==> config.mk <==
export PLATFORM = sky130hd
export DESIGN_NAME = seg_xlat
export DESIGN_NICKNAME = d
export VERILOG_FILES = /design/src/rtl/seg_xlat_pkg.sv /design/src/rtl/seg_desc_table.sv /design/src/rtl/seg_cache.sv /design/src/rtl/seg_xlat_unit.sv /design/src/rtl/seg_xlat.sv
export SDC_FILE = /design/constraint.sdc
export NUM_CORES = 1
export LEC_CHECK = 0
export ABC_AREA = 1
export BUFFER_PORTS_ARGS = -buffer_cell sky130_fd_sc_hd__buf_2
export CORE_MARGIN = 1
export CORE_UTILIZATION = 45
export CTS_CLUSTER_SIZE = 28
export DETAILED_ROUTE_END_ITERATION = 8
export PLACE_DENSITY = 0.65
export SYNTH_ARGS = -nofsm -noshare
export SYNTH_HDL_FRONTEND = slang
export SYNTH_SLANG_ARGS = --single-unit
==> constraint.sdc <==
create_clock -name clk -period 4.4 [get_ports clk]
set_input_delay 0.88 -clock clk [delete_from_list [all_inputs] [get_ports clk]]
set_output_delay 0.88 -clock clk [all_outputs]
set_load 0.01 [all_outputs]
==> src/rtl/seg_xlat_pkg.sv <==
package seg_xlat_pkg;

    localparam int ADDR_W = 24;
    localparam int OFS_W  = 16;
    localparam int SEL_W  = 4;
    localparam int DESC_N = 8;
    localparam int NSEG   = 6;
    localparam int SEG_W  = $clog2(NSEG);
    localparam int IDX_W  = $clog2(DESC_N);

    typedef struct packed {
        logic [ADDR_W-1:0] base;
        logic [OFS_W-1:0]  limit;
    } desc_t;

    function automatic desc_t flat_desc();
        desc_t d;
        d.base  = '0;
        d.limit = '1;
        return d;
    endfunction

    function automatic logic sel_ok(input logic [SEL_W-1:0] sel);
        return (sel != '0) && (32'(sel) < DESC_N);
    endfunction

    function automatic logic seg_ok(input logic [SEG_W-1:0] seg);
        return 32'(seg) < NSEG;
    endfunction

    function automatic logic [ADDR_W-1:0] lin_sum(input logic [ADDR_W-1:0] base,
                                                  input logic [OFS_W-1:0]  ofs);
        return base + {{(ADDR_W-OFS_W){1'b0}}, ofs};
    endfunction

endpackage

==> src/rtl/seg_desc_table.sv <==
module seg_desc_table
    import seg_xlat_pkg::*;
(
    input  logic             clk,
    input  logic             rst,
    input  logic             wr_en,
    input  logic [SEL_W-1:0] wr_idx,
    input  desc_t            wr_desc,
    input  logic [SEL_W-1:0] rd_idx,
    output desc_t            rd_desc
);

    desc_t tab_q [DESC_N];

    always_ff @(posedge clk) begin
        if (rst) begin
            for (int i = 0; i < DESC_N; i++) tab_q[i] <= flat_desc();
        end else if (wr_en && (32'(wr_idx) < DESC_N)) begin
            tab_q[wr_idx[IDX_W-1:0]] <= wr_desc;
        end
    end

    always_comb begin
        if (32'(rd_idx) < DESC_N) rd_desc = tab_q[rd_idx[IDX_W-1:0]];
        else                      rd_desc = flat_desc();
    end

endmodule

==> src/rtl/seg_cache.sv <==
module seg_cache
    import seg_xlat_pkg::*;
(
    input  logic             clk,
    input  logic             rst,
    input  logic             ld_req,
    input  logic [SEG_W-1:0] ld_seg,
    input  logic [SEL_W-1:0] ld_sel,
    input  desc_t            tab_desc,
    input  logic [SEG_W-1:0] acc_seg,
    output desc_t            acc_desc,
    output logic             acc_seg_ok,
    output logic             ld_done,
    output logic             desc_fault
);

    desc_t seg_q [NSEG];
    logic  ld_ok;

    assign ld_ok = sel_ok(ld_sel) && seg_ok(ld_seg);

    always_ff @(posedge clk) begin
        if (rst) begin
            ld_done    <= 1'b0;
            desc_fault <= 1'b0;
        end else begin
            ld_done    <= ld_req && ld_ok;
            desc_fault <= ld_req && !ld_ok;
        end
    end

    for (genvar g = 0; g < NSEG; g++) begin : g_seg
        always_ff @(posedge clk) begin
            if (rst)
                seg_q[g] <= flat_desc();
            else if (ld_req && ld_ok && (ld_seg == SEG_W'(g)))
                seg_q[g] <= tab_desc;
        end


        seg_keep_on_fault_chk: assert property (@(posedge clk) disable iff (rst)
            desc_fault |-> seg_q[g] == $past(seg_q[g]));


        seg_load_copy_chk: assert property (@(posedge clk) disable iff (rst)
            (ld_done && $past(ld_seg) == SEG_W'(g)) |-> seg_q[g] == $past(tab_desc));
    end

    assign acc_seg_ok = seg_ok(acc_seg);
    assign acc_desc   = acc_seg_ok ? seg_q[acc_seg] : flat_desc();


    ld_result_excl_chk: assert property (@(posedge clk) disable iff (rst)
        !(ld_done && desc_fault));


    ld_needs_req_chk: assert property (@(posedge clk) disable iff (rst)
        (ld_done || desc_fault) |-> $past(ld_req));

endmodule

==> src/rtl/seg_xlat_unit.sv <==
module seg_xlat_unit
    import seg_xlat_pkg::*;
(
    input  logic              clk,
    input  logic              rst,
    input  logic              acc_req,
    input  logic              acc_seg_ok,
    input  desc_t             seg_desc,
    input  logic [OFS_W-1:0]  acc_ofs,
    output logic              lin_valid,
    output logic [ADDR_W-1:0] lin_addr,
    output logic              lim_fault
);

    logic in_lim;

    assign in_lim = acc_seg_ok && (acc_ofs <= seg_desc.limit);

    always_ff @(posedge clk) begin
        if (rst) begin
            lin_valid <= 1'b0;
            lim_fault <= 1'b0;
            lin_addr  <= '0;
        end else begin
            lin_valid <= acc_req && in_lim;
            lim_fault <= acc_req && !in_lim;
            lin_addr  <= (acc_req && in_lim) ? lin_sum(seg_desc.base, acc_ofs) : '0;
        end
    end


    valid_fault_excl_chk: assert property (@(posedge clk) disable iff (rst)
        !(lin_valid && lim_fault));


    fault_addr_zero_chk: assert property (@(posedge clk) disable iff (rst)
        lim_fault |-> lin_addr == '0);


    result_needs_req_chk: assert property (@(posedge clk) disable iff (rst)
        (lin_valid || lim_fault) |-> $past(acc_req));


    flat_identity_chk: assert property (@(posedge clk) disable iff (rst)
        (lin_valid && $past(seg_desc.base) == '0)
            |-> lin_addr == {{(ADDR_W-OFS_W){1'b0}}, $past(acc_ofs)});

endmodule

==> src/rtl/seg_xlat.sv <==
module seg_xlat
    import seg_xlat_pkg::*;
(
    input  logic              clk,
    input  logic              rst,
    input  logic              dt_we,
    input  logic [SEL_W-1:0]  dt_idx,
    input  logic [ADDR_W-1:0] dt_base,
    input  logic [OFS_W-1:0]  dt_limit,
    input  logic              ld_req,
    input  logic [SEG_W-1:0]  ld_seg,
    input  logic [SEL_W-1:0]  ld_sel,
    input  logic              acc_req,
    input  logic [SEG_W-1:0]  acc_seg,
    input  logic [OFS_W-1:0]  acc_ofs,
    output logic              lin_valid,
    output logic [ADDR_W-1:0] lin_addr,
    output logic              lim_fault,
    output logic              ld_done,
    output logic              desc_fault
);

    desc_t wr_desc;
    desc_t tab_desc;
    desc_t acc_desc;
    logic  acc_seg_ok;

    assign wr_desc.base  = dt_base;
    assign wr_desc.limit = dt_limit;

    seg_desc_table u_table (
        .clk     (clk),
        .rst     (rst),
        .wr_en   (dt_we),
        .wr_idx  (dt_idx),
        .wr_desc (wr_desc),
        .rd_idx  (ld_sel),
        .rd_desc (tab_desc)
    );

    seg_cache u_cache (
        .clk        (clk),
        .rst        (rst),
        .ld_req     (ld_req),
        .ld_seg     (ld_seg),
        .ld_sel     (ld_sel),
        .tab_desc   (tab_desc),
        .acc_seg    (acc_seg),
        .acc_desc   (acc_desc),
        .acc_seg_ok (acc_seg_ok),
        .ld_done    (ld_done),
        .desc_fault (desc_fault)
    );

    seg_xlat_unit u_xlat (
        .clk        (clk),
        .rst        (rst),
        .acc_req    (acc_req),
        .acc_seg_ok (acc_seg_ok),
        .seg_desc   (acc_desc),
        .acc_ofs    (acc_ofs),
        .lin_valid  (lin_valid),
        .lin_addr   (lin_addr),
        .lim_fault  (lim_fault)
    );


    bad_seg_faults_chk: assert property (@(posedge clk) disable iff (rst)
        (acc_req && !seg_ok(acc_seg)) |=> (lim_fault && !lin_valid));

endmodule

==> run metrics, run 1 <==
Avg Inst Size Synth ~10 um2; via/cell ratio 5.55; unrepaired setup endpoints after global routing false; Unique masters post-synth 43; Via Count ~19k; Clock Skews around 0.022 ns; R2R Setup Slk about 1.5 ns; Final ANT Viol Nets 0; Synth top cells by count 612 x nor2_1, 560 x edfxtp_1, 451 x nand2_1; worst-path maximum fanout about 90; clock latency on the worst-skew pair 0.64 ns; Max-cap violations 0; IO Count around 100; P&R area growth vs syn 13.4%; Least-Margin Pin Slew 1.09 ns; Total GRT Usage 0.236; Routability Congestion 0.889; Synth async-reset ratio 0; Rows 88; Die X between 200 and 250 um; Leakage Power 10.9 nW; count leader, synth nor2_1; Register-to-Register Path Depth 13; worst r2r dst u_xlat.lin_addr[18]; DR DRC count 0; DR WL/cell 20.7 um; Pwr Total about 0.013 W; # port buffers 102; top post-synthesis cells by area edfxtp_1 64%, nor2_1 8.7%, nand2_1 6.4%, o21ai_0 4.4%, dfxtp_1 2.1%; Period minus WS final ~3.5 ns; vias in the first global route about 19k; Post-Syn Area 0.0265 mm2; Clock Tree Buf Depth 3; worst setup margin 0.942 ns; effective utilization at floorplan 0.457; first-pass GRT wire length approximately 110000 um; nature of the critical path endpoint flop; Post-synth EDFFs between 500 and 600; nets ~2.7k; WP data arrival 4.01 ns; critical path startpoint category input pin; Power Dens Cells ~420 mW/mm2; post-synthesis cell count between 2k and 3k; Max Clk Rate ~0.29 GHz; Setup crit end u_xlat.lin_addr[18]; clk root buf clkbuf_16; initial antenna violation count 0; initial detailed-routing violation count roughly 1.7k; CTS resizes 0; Worst IR Drop VDD approximately 0.31 mV; Setup TNS Final 0 ns; Hold Crit Class input pin to flop; CTS Buf Count 60; Synth area leader edfxtp_1; final setup fails 0; area of the core 0.0579 mm2; R2R Path Start u_cache.seg_q[3][13]; setup slack at placement roughly 0.3 ns; die area ~0.06 mm2; status completed; pin count of the biggest net entering global routing 97; Final Cycle Share 0.786; Seq/Total Area, Yosys 0.657; chip height approximately 240 um; DP HPWL 43300 um; Syn Nets between 2k and 3k; share of post-route cells with drive strength above 1 0.127; WP data required around 5 ns; Detailed Route WL approximately 70000 um; Rel. slew slack 0.270; post-CTS setup buffers 0; # H-tree levels 2; final hold vios 0; final count of pins violating max slew 0; Worst Setup SP acc_seg[0]; total grt overflow 0; hold buffer count at cts 0; Synth Warn # 0; DRT Pass-1 Iters 5; Synth Flop Type edfxtp_1; Synth top area share 0.635; CTS tree done; ant diodes 0; Setup CP Type input pin to flop; clk sink count ~590; Clock transition at path regs ~0.060 ns; #FFs+latches synth roughly 600
## worst min-delay path by stage
stage,depth (start not counted),slack (ns),from,to
4_1_cts,3,0.47,ld_req,u_cache.desc_fault
3_5_place_dp,5,0.67,u_cache.seg_q[4][34],u_xlat.lin_addr[18]
2_1_floorplan,5,0.61,u_cache.seg_q[4][33],u_xlat.lin_addr[17]
5_1_grt,3,0.50,ld_req,u_cache.desc_fault
3_3_place_gp,5,0.66,u_cache.seg_q[5][34],u_xlat.lin_addr[18]
6_report,3,0.50,ld_req,u_cache.desc_fault
## registers in the layout, indices dropped and copies added, names as in the netlist
| signal | cells |
|---|---|
| u_table.tab_q | 320 |
| u_cache.seg_q | 240 |
| u_xlat.lin_addr | 24 |
| u_cache.desc_fault | 1 |
| u_cache.ld_done | 1 |
| u_xlat.lim_fault | 1 |
| u_xlat.lin_valid | 1 |
## worst max-delay path, cell delays in order
cell and delay, ns:
buf_4 0.13, buf_12 0.32, buf_4 0.37, nand2_1 0.08, nand3_1 0.08, o21ai_0 0.10
ha_1 0.32, nand2_1 0.07, inv_1 0.06, nand3_1 0.10, nor2_1 0.15, nand3_1 0.10
nand2_1 0.11, nand2_1 0.05, nor2_1 0.37, inv_1 0.42, a21oi_1 0.22
## report_power, final
part	switching, W	internal, W	leakage (nW)
logic	0.000796	0.000310	4.27
registers	0.0000677	0.00637	5.70
clock network	0.00216	0.00304	0.971
## per-layer routing
| metal | wire, um | vias up | share of wire | track usage |
|---|---|---|---|---|
| li1 | - | 8902 | - | - |
| met1 | 29100 | 9203 | 0.41 | 0.313 |
| met5 | 0 | - | 0 | 0 |
| met4 | 1510 | 0 | 0.021 | 0.0643 |
| met2 | 34200 | 798 | 0.48 | 0.396 |
| met3 | 5860 | 105 | 0.083 | 0.0458 |
## per-stage QoR
stage	hold WS [ns]	std cells	utilization	area [um2]
6_report	0.501	3422	0.518	30000
5_1_grt	0.498	3422	0.518	30000
4_1_cts	0.471	3422	0.518	30000
2_1_floorplan	0.614	2523	-	26500
3_5_place_dp	0.668	3309	0.483	28000
3_3_place_gp	0.662	3309	0.483	28000
## logic make-up after synthesis
logic type                 share of synthesized area
buffers and inverters                         0.0416
adders and majority gates                     0.0159
muxes                                        0.00681
and+or+nand+nor                                0.171
xor gates and xnor gates                     0.00298
DFF                                            0.657
AOI/OAI and AO/OA                              0.105
## cell type report
| cell class | count | area [um2] |
|---|---|---|
| fillers | 5135 | 27900 |
| flip-flops and latches | 588 | 17400 |
| multi-input cells | 1671 | 8020 |
| clock buffers | 72 | 1550 |
| repair buffers | 170 | 1190 |
| well taps | 765 | 957 |
| clock inverters | 41 | 480 |
| inverters | 115 | 435 |
## cells in the final DEF (no fill, tap or decap), types with 11 or more instances in the layout
cell type	Yosys	layout
nor2_1	612	612
edfxtp_1	560	560
nand2_1	451	437
o21ai_0	233	233
buf_2	48	100
inv_1	95	94
a21oi_1	89	89
clkbuf_16	0	60
o22ai_1	58	58
buf_4	5	57
nand3_1	38	38
ha_1	32	32
dfxtp_1	28	28
o221ai_1	24	24
clkinv_1	2	19
inv_2	17	18
mux2i_1	18	18
a221oi_1	16	16
nand2_2	0	14
o211ai_1	13	13
buf_12	0	13
nor3_2	12	12
clkbuf_1	90	12
o211ai_2	11	11
No activity file was read; power rests on OpenSTA's default activity.
==> run 2, diff against run 1 <==
--- a/config.mk
+++ b/config.mk
@@ -11,7 +11,7 @@
 export CORE_UTILIZATION = 45
 export CTS_CLUSTER_SIZE = 28
 export DETAILED_ROUTE_END_ITERATION = 8
-export PLACE_DENSITY = 0.65
+export PLACE_DENSITY = 0.67
 export SYNTH_ARGS = -nofsm -noshare
 export SYNTH_HDL_FRONTEND = slang
 export SYNTH_SLANG_ARGS = --single-unit
==> constraint.sdc (replaced) <==
create_clock -name clk -period 3.1 [get_ports clk]
set_input_delay 0.62 -clock clk [delete_from_list [all_inputs] [get_ports clk]]
set_output_delay 0.62 -clock clk [all_outputs]
set_load 0.01 [all_outputs]
==> run metrics, run 2 (synthesized netlist as in run 1, its figures left out) <==
clk sink count ~590; first-pass GRT wire length about 110000 um; CTS resizes 0; most frequent cells in the layout 612 x nor2_1, 560 x edfxtp_1, 437 x nand2_1; Total GRT Usage 0.240; Final Cycle Share 0.870; Least-Margin Pin Slew between 0.9 and 1 ns; DP HPWL 44400 um; met3 usage 0.0425; # port buffers about 100; P&R area growth vs syn 16.6%; WP data arrival approximately 3.3 ns; Clock Skews about 0.030 ns; DR DRC count 0; critical path startpoint category input pin; ant diodes 0; biggest registers after layout u_table.tab_q (320), u_cache.seg_q (240), u_xlat.lin_addr (24); share of post-route cells with drive strength above 1 0.159; via/cell ratio 5.58; total grt overflow 0; design area 0.0308 mm2; Worst IR Drop VDD 0.446 mV; nets ~2.8k; Period minus WS final about 2.7 ns; Final ANT Viol Nets 0; DR WL/cell 20.3 um; die area between 0.05 and 0.06 mm2; max reg flops 320; Rows a little under 90; Power Dens Cells 580 mW/mm2; Pwr Total 0.0179 W; final setup fails 0; met1 global-route usage 0.311; Max Clk Rate 0.371 GHz; vias in the first global route ~20k; worst-path cell chain buf_4 -> buf_12 -> buf_12 -> o21ai_0 -> o22ai_1 -> o21ai_0 -> ha_1 -> a21o_1 -> nand3_1 -> a21oi_1 -> nor2_1 -> nand2_1 -> nand2_1 -> nand2_1 -> nor2_1 -> buf_4 -> inv_1 -> buf_4 -> a21oi_1; effective utilization at floorplan 0.457; area of the core approximately 0.058 mm2; clk root buf clkbuf_16; Routability Congestion about 0.84; hold buffer count at cts 0; initial antenna violation count 0; Reg with most FFs u_table.tab_q; clock latency on the worst-skew pair about 0.64 ns; status completed; Clock Tree Buf Depth 3; final count of pins violating max slew 0; Detailed Route WL between 70000 and 80000 um; Setup CP Type input pin to flop; WP data required around 3.7 ns; chip height ~240 um; nature of the critical path endpoint flop; worst-path maximum fanout 17; CTS tree done; unrepaired setup endpoints after global routing false; Via Count between 15k and 20k; final hold vios 0; initial detailed-routing violation count 2119; Slowest-stage cell, CP o21ai_0; hold_ws 0.234 ns; CP max stage delay 0.36 ns; CTS Buf Count slightly above 60; layer with the highest usage met2; Die X between 200 and 250 um; placed cell area between 0.02 and 0.03 mm2; met2 usage 0.405; IO Count roughly 100; Clock transition at path regs around 0.060 ns; pin count of the biggest net entering global routing 77; most common cell after layout, fill and taps aside nor2_1; post-CTS setup buffers 0; Rel. slew slack 0.359; Leakage Power ~11 nW; DRT Pass-1 Iters 5; # H-tree levels 2; Max-cap violations 0; Hold Crit Class input pin to flop
==> run 2: cell count changes in the layout (fill, tap and decap cells not counted), moves of 2 or more <==
cell        before  now
buf_12          13   26
clkinv_1        19   11
buf_4           57  154
clkbuf_1        12   25
clkbuf_8         0    2
clkinvlp_4       3    0
bufinv_16        9    3
==> run 2: final timing paths <==
path	start	to	slack, ns	cells past startpoint
min reg2reg	u_cache.seg_q[5][33]	u_xlat.lin_addr[17]	0.68	5
min	ld_req	u_cache.desc_fault	0.23	3
max	acc_seg[0]	u_xlat.lin_addr[5]	0.40	19
max reg2reg	u_cache.seg_q[2][9]	u_xlat.lin_addr[5]	0.51	16
==> run 2: final cells by class <==
| type | count | area, um2 |
|---|---|---|
| sequential | 588 | 17400 |
| multi-input combinational | 1671 | 8020 |
| timing repair buffer | 280 | 2180 |
| fill | 5020 | 27100 |
| clock buffer | 88 | 1650 |
| inverter | 115 | 437 |
| clock inverter | 23 | 230 |
| tap | 765 | 957 |
==> run 2: report_power, final <==
| group | switching (W) | internal, W |
|---|---|---|
| combinational | 0.00118 | 0.000598 |
| sequential | 0.0000935 | 0.00904 |
| clock | 0.00305 | 0.00393 |
==> run 2: routing by layer <==
metal  vias to the layer above  share of wire
met5                         -              0
met4                         0          0.030
met3                       144          0.085
met2                       895           0.48
met1                      9540           0.40
li1                       9126              -
==> run 2: critical path, delay by kind of cell <==
family,cells,cell delay (ns)
compound gates,6,1.06
fa+ha+maj,1,0.34
buf+inv,6,0.79
simple gates,6,0.41
==> run 2: per-stage QoR <==
step | util | cells | setup WS [ns] | TNS, ns
6_report | 0.533 | 3530 | 0.404 | 0
3_3_place_gp | 0.500 | 3419 | -0.141 | -2.53
4_1_cts | 0.533 | 3530 | 0.406 | 0
5_1_grt | 0.533 | 3530 | 0.160 | 0
2_1_floorplan | - | 2523 | 0.0151 | 0
3_5_place_dp | 0.500 | 3419 | -0.253 | -5.28
==> run 3, diff against run 2 <==
--- a/config.mk
+++ b/config.mk
@@ -6,12 +6,13 @@
 export NUM_CORES = 1
 export LEC_CHECK = 0
 export ABC_AREA = 1
-export BUFFER_PORTS_ARGS = -buffer_cell sky130_fd_sc_hd__buf_2
+export BUFFER_PORTS_ARGS = -buffer_cell sky130_fd_sc_hd__buf_4
 export CORE_MARGIN = 1
-export CORE_UTILIZATION = 45
+export CORE_UTILIZATION = 40
 export CTS_CLUSTER_SIZE = 28
 export DETAILED_ROUTE_END_ITERATION = 8
-export PLACE_DENSITY = 0.67
+export PLACE_DENSITY = 0.62
 export SYNTH_ARGS = -nofsm -noshare
 export SYNTH_HDL_FRONTEND = slang
+export SYNTH_HIERARCHICAL = 1
 export SYNTH_SLANG_ARGS = --single-unit
==> run metrics, run 3 <==
status completed; clk sink count 588; Unique masters post-synth 42; Via Count about 21k; most used cell, CP nand2_1; critical path startpoint category input pin; first-pass GRT wire length 120000 um; Syn Nets 3251; Power Dens Cells roughly 560 mW/mm2; Period minus WS final about 2.5 ns; CP max stage delay 0.30 ns; Reg with most FFs u_table/tab_q; Clock Skews roughly 0.028 ns; Setup CP Type input pin to flop; design area around 0.033 mm2; Synth Flop Type edfxtp_1; Synth Warn # 6; clock latency on the worst-skew pair around 0.61 ns; clk root buf clkbuf_16; Total GRT Usage 0.212; # H-tree levels 3; WP data arrival 2.98 ns; top post-synthesis cells by area edfxtp_1 58%, nand2_1 11%, nand3_1 5.6%, nor2_1 5.3%, inv_1 5.1%; Rows between 90 and 100; setup slack at placement around 0.032 ns; Routability Congestion 0.928; DR WL/cell ~18 um; vias in the first global route roughly 21k; Leakage Power 14.1 nW; Max Clk Rate around 0.40 GHz; Post-Syn Area 0.0289 mm2; Least-Margin Pin Slew between 0.8 and 0.9 ns; nature of the critical path endpoint flop; # port buffers just over 100; via/cell ratio around 5; total grt overflow 0; Detailed Route WL 77200 um; Post-synth EDFFs between 500 and 600; Buffers & Inverters on Critical Path 4; Final Cycle Share 0.804; final count of pins violating max slew 0; Die X 271 um; CTS tree done; most frequent cells in the layout 843 x nand2_1, 560 x edfxtp_1, 407 x nor2_1; Synth top cells by count 852 x nand2_1, 560 x edfxtp_1, 407 x nor2_1; nets 3386; Hold Crit Class input pin to flop; initial antenna violation count 2; worst-path cell chain buf_4 -> clkinv_1 -> buf_4 -> buf_4 -> nand2_1 -> nand3_1 -> nand2_1 -> nand2_1 -> a21oi_1 -> ha_1 -> fa_1 -> nand2_1 -> nand2_1 -> nand3_1 -> nand2_1 -> nand3_1 -> nand3_1 -> nand2_1 -> nand2_1 -> nor2_1; final setup fails 0; IO Count about 100; chip height between 200 and 300 um; storage element area 0.0174 mm2; post-synthesis cell count 3143; most common cell after layout, fill and taps aside nand2_1; DRT Pass-1 Iters 5; Avg Inst Size Synth slightly above 9 um2; biggest registers after layout u_table/tab_q (320), u_cache/seg_q (240), u_xlat/lin_addr (24); placed cell count around 4.2k; CP delay by family, top simple AND/OR/NAND/NOR gates; Slowest-stage cell, CP a21oi_1; Synth top area share 0.581; effective utilization at floorplan 0.405; ant diodes 0; area of the core roughly 0.071 mm2; multi-input logic area just over 0.009 mm2; worst setup margin between 0.6 and 0.7 ns; final hold vios 0; hold buffer count at cts 0; CTS Buf Count 67; WP data required ~3.6 ns; Cell Count, Final, Fillers Out 4280; Synth async-reset ratio 0; Synth area leader edfxtp_1; worst-path maximum fanout 14; Final Core Density 0.468; placed cell area ~0.031 mm2; # fillers 6698; Rel. slew slack 0.434; Clock Tree Buf Depth 3; Worst IR Drop VDD about 0.35 mV; pin count of the biggest net entering global routing 127; Seq/Total Area, Yosys 0.600; #FFs+latches synth a little under 600; count leader, synth nand2_1; Pwr Total 0.0186 W; Final ANT Viol Nets 0; DP HPWL around 50000 um; share of post-route cells with drive strength above 1 0.125; post-CTS setup buffers 0; P&R area growth vs syn 15.5%; CTS resizes 0; unrepaired setup endpoints after global routing false; max reg flops 320; die area about 0.073 mm2; DR DRC count 0; Clock transition at path regs about 0.06 ns; initial detailed-routing violation count ~2.1k; Max-cap violations 0
[run 3: area by class of cell]
type	count	share of cell area
flip-flops and latches	588	0.520
multi-input cells	1981	0.276
repair buffers	229	0.0611
clock buffers	84	0.0533
inverters	411	0.0470
well taps	950	0.0355
clock inverters	37	0.00778
[run 3: final timing paths]
check / start / to / slack [ns] / cells after the start
min reg2reg: u_table/tab_q[0][8] / u_cache/seg_q[1][8] / 0.88 / 6
max: acc_seg[1] / u_xlat/lin_addr[22] / 0.61 / 20
max reg2reg: u_cache/seg_q[0][22] / u_xlat/lin_addr[22] / 0.65 / 16
min: dt_limit[5] / u_table/tab_q[2][5] / 0.40 / 3
[run 3: stage by stage]
stage / TNS [ns] / hold slack (ns)
4_1_cts: 0 / 0.366
6_report: 0 / 0.395
2_1_floorplan: -49.81 / 0.697
3_3_place_gp: 0 / 0.838
3_5_place_dp: 0 / 0.851
5_1_grt: 0 / 0.390
[run 3: cells by family (layout without fill, tap and decap cells)]
group | after synthesis | count (layout) | share of synthesized area
flops | 588 | 588 | 0.600
buf+inv | 574 | 761 | 0.0838
mux | 23 | 23 | 0.00795
simple gates | 1786 | 1786 | 0.266
fa+ha+maj | 33 | 33 | 0.0145
compound gates | 127 | 127 | 0.0237
xor+xnor | 12 | 12 | 0.00363
[run 3: metal layers]
layer | vias to the layer above | track usage | wire, um
met3 | 139 | 0.0318 | 5070
met4 | 2 | 0.0671 | 2160
li1 | 10500 | - | -
met5 | - | 0 | 13
met1 | 10100 | 0.287 | 33400
met2 | 705 | 0.349 | 36600
[run 3: where the power goes]
| group | internal, W | switching, W | leakage (nW) |
|---|---|---|---|
| combinational | 0.000653 | 0.00141 | 7.42 |
| sequential | 0.00904 | 0.0000920 | 5.70 |
| clock | 0.00426 | 0.00317 | 1.00 |
| total | 0.0140 | 0.00467 | 14.1 |
[run 3: worst min-delay path: stages]
cell and delay, ns:
buf_4 0.07, inv_1 0.11, nand2_1 0.09
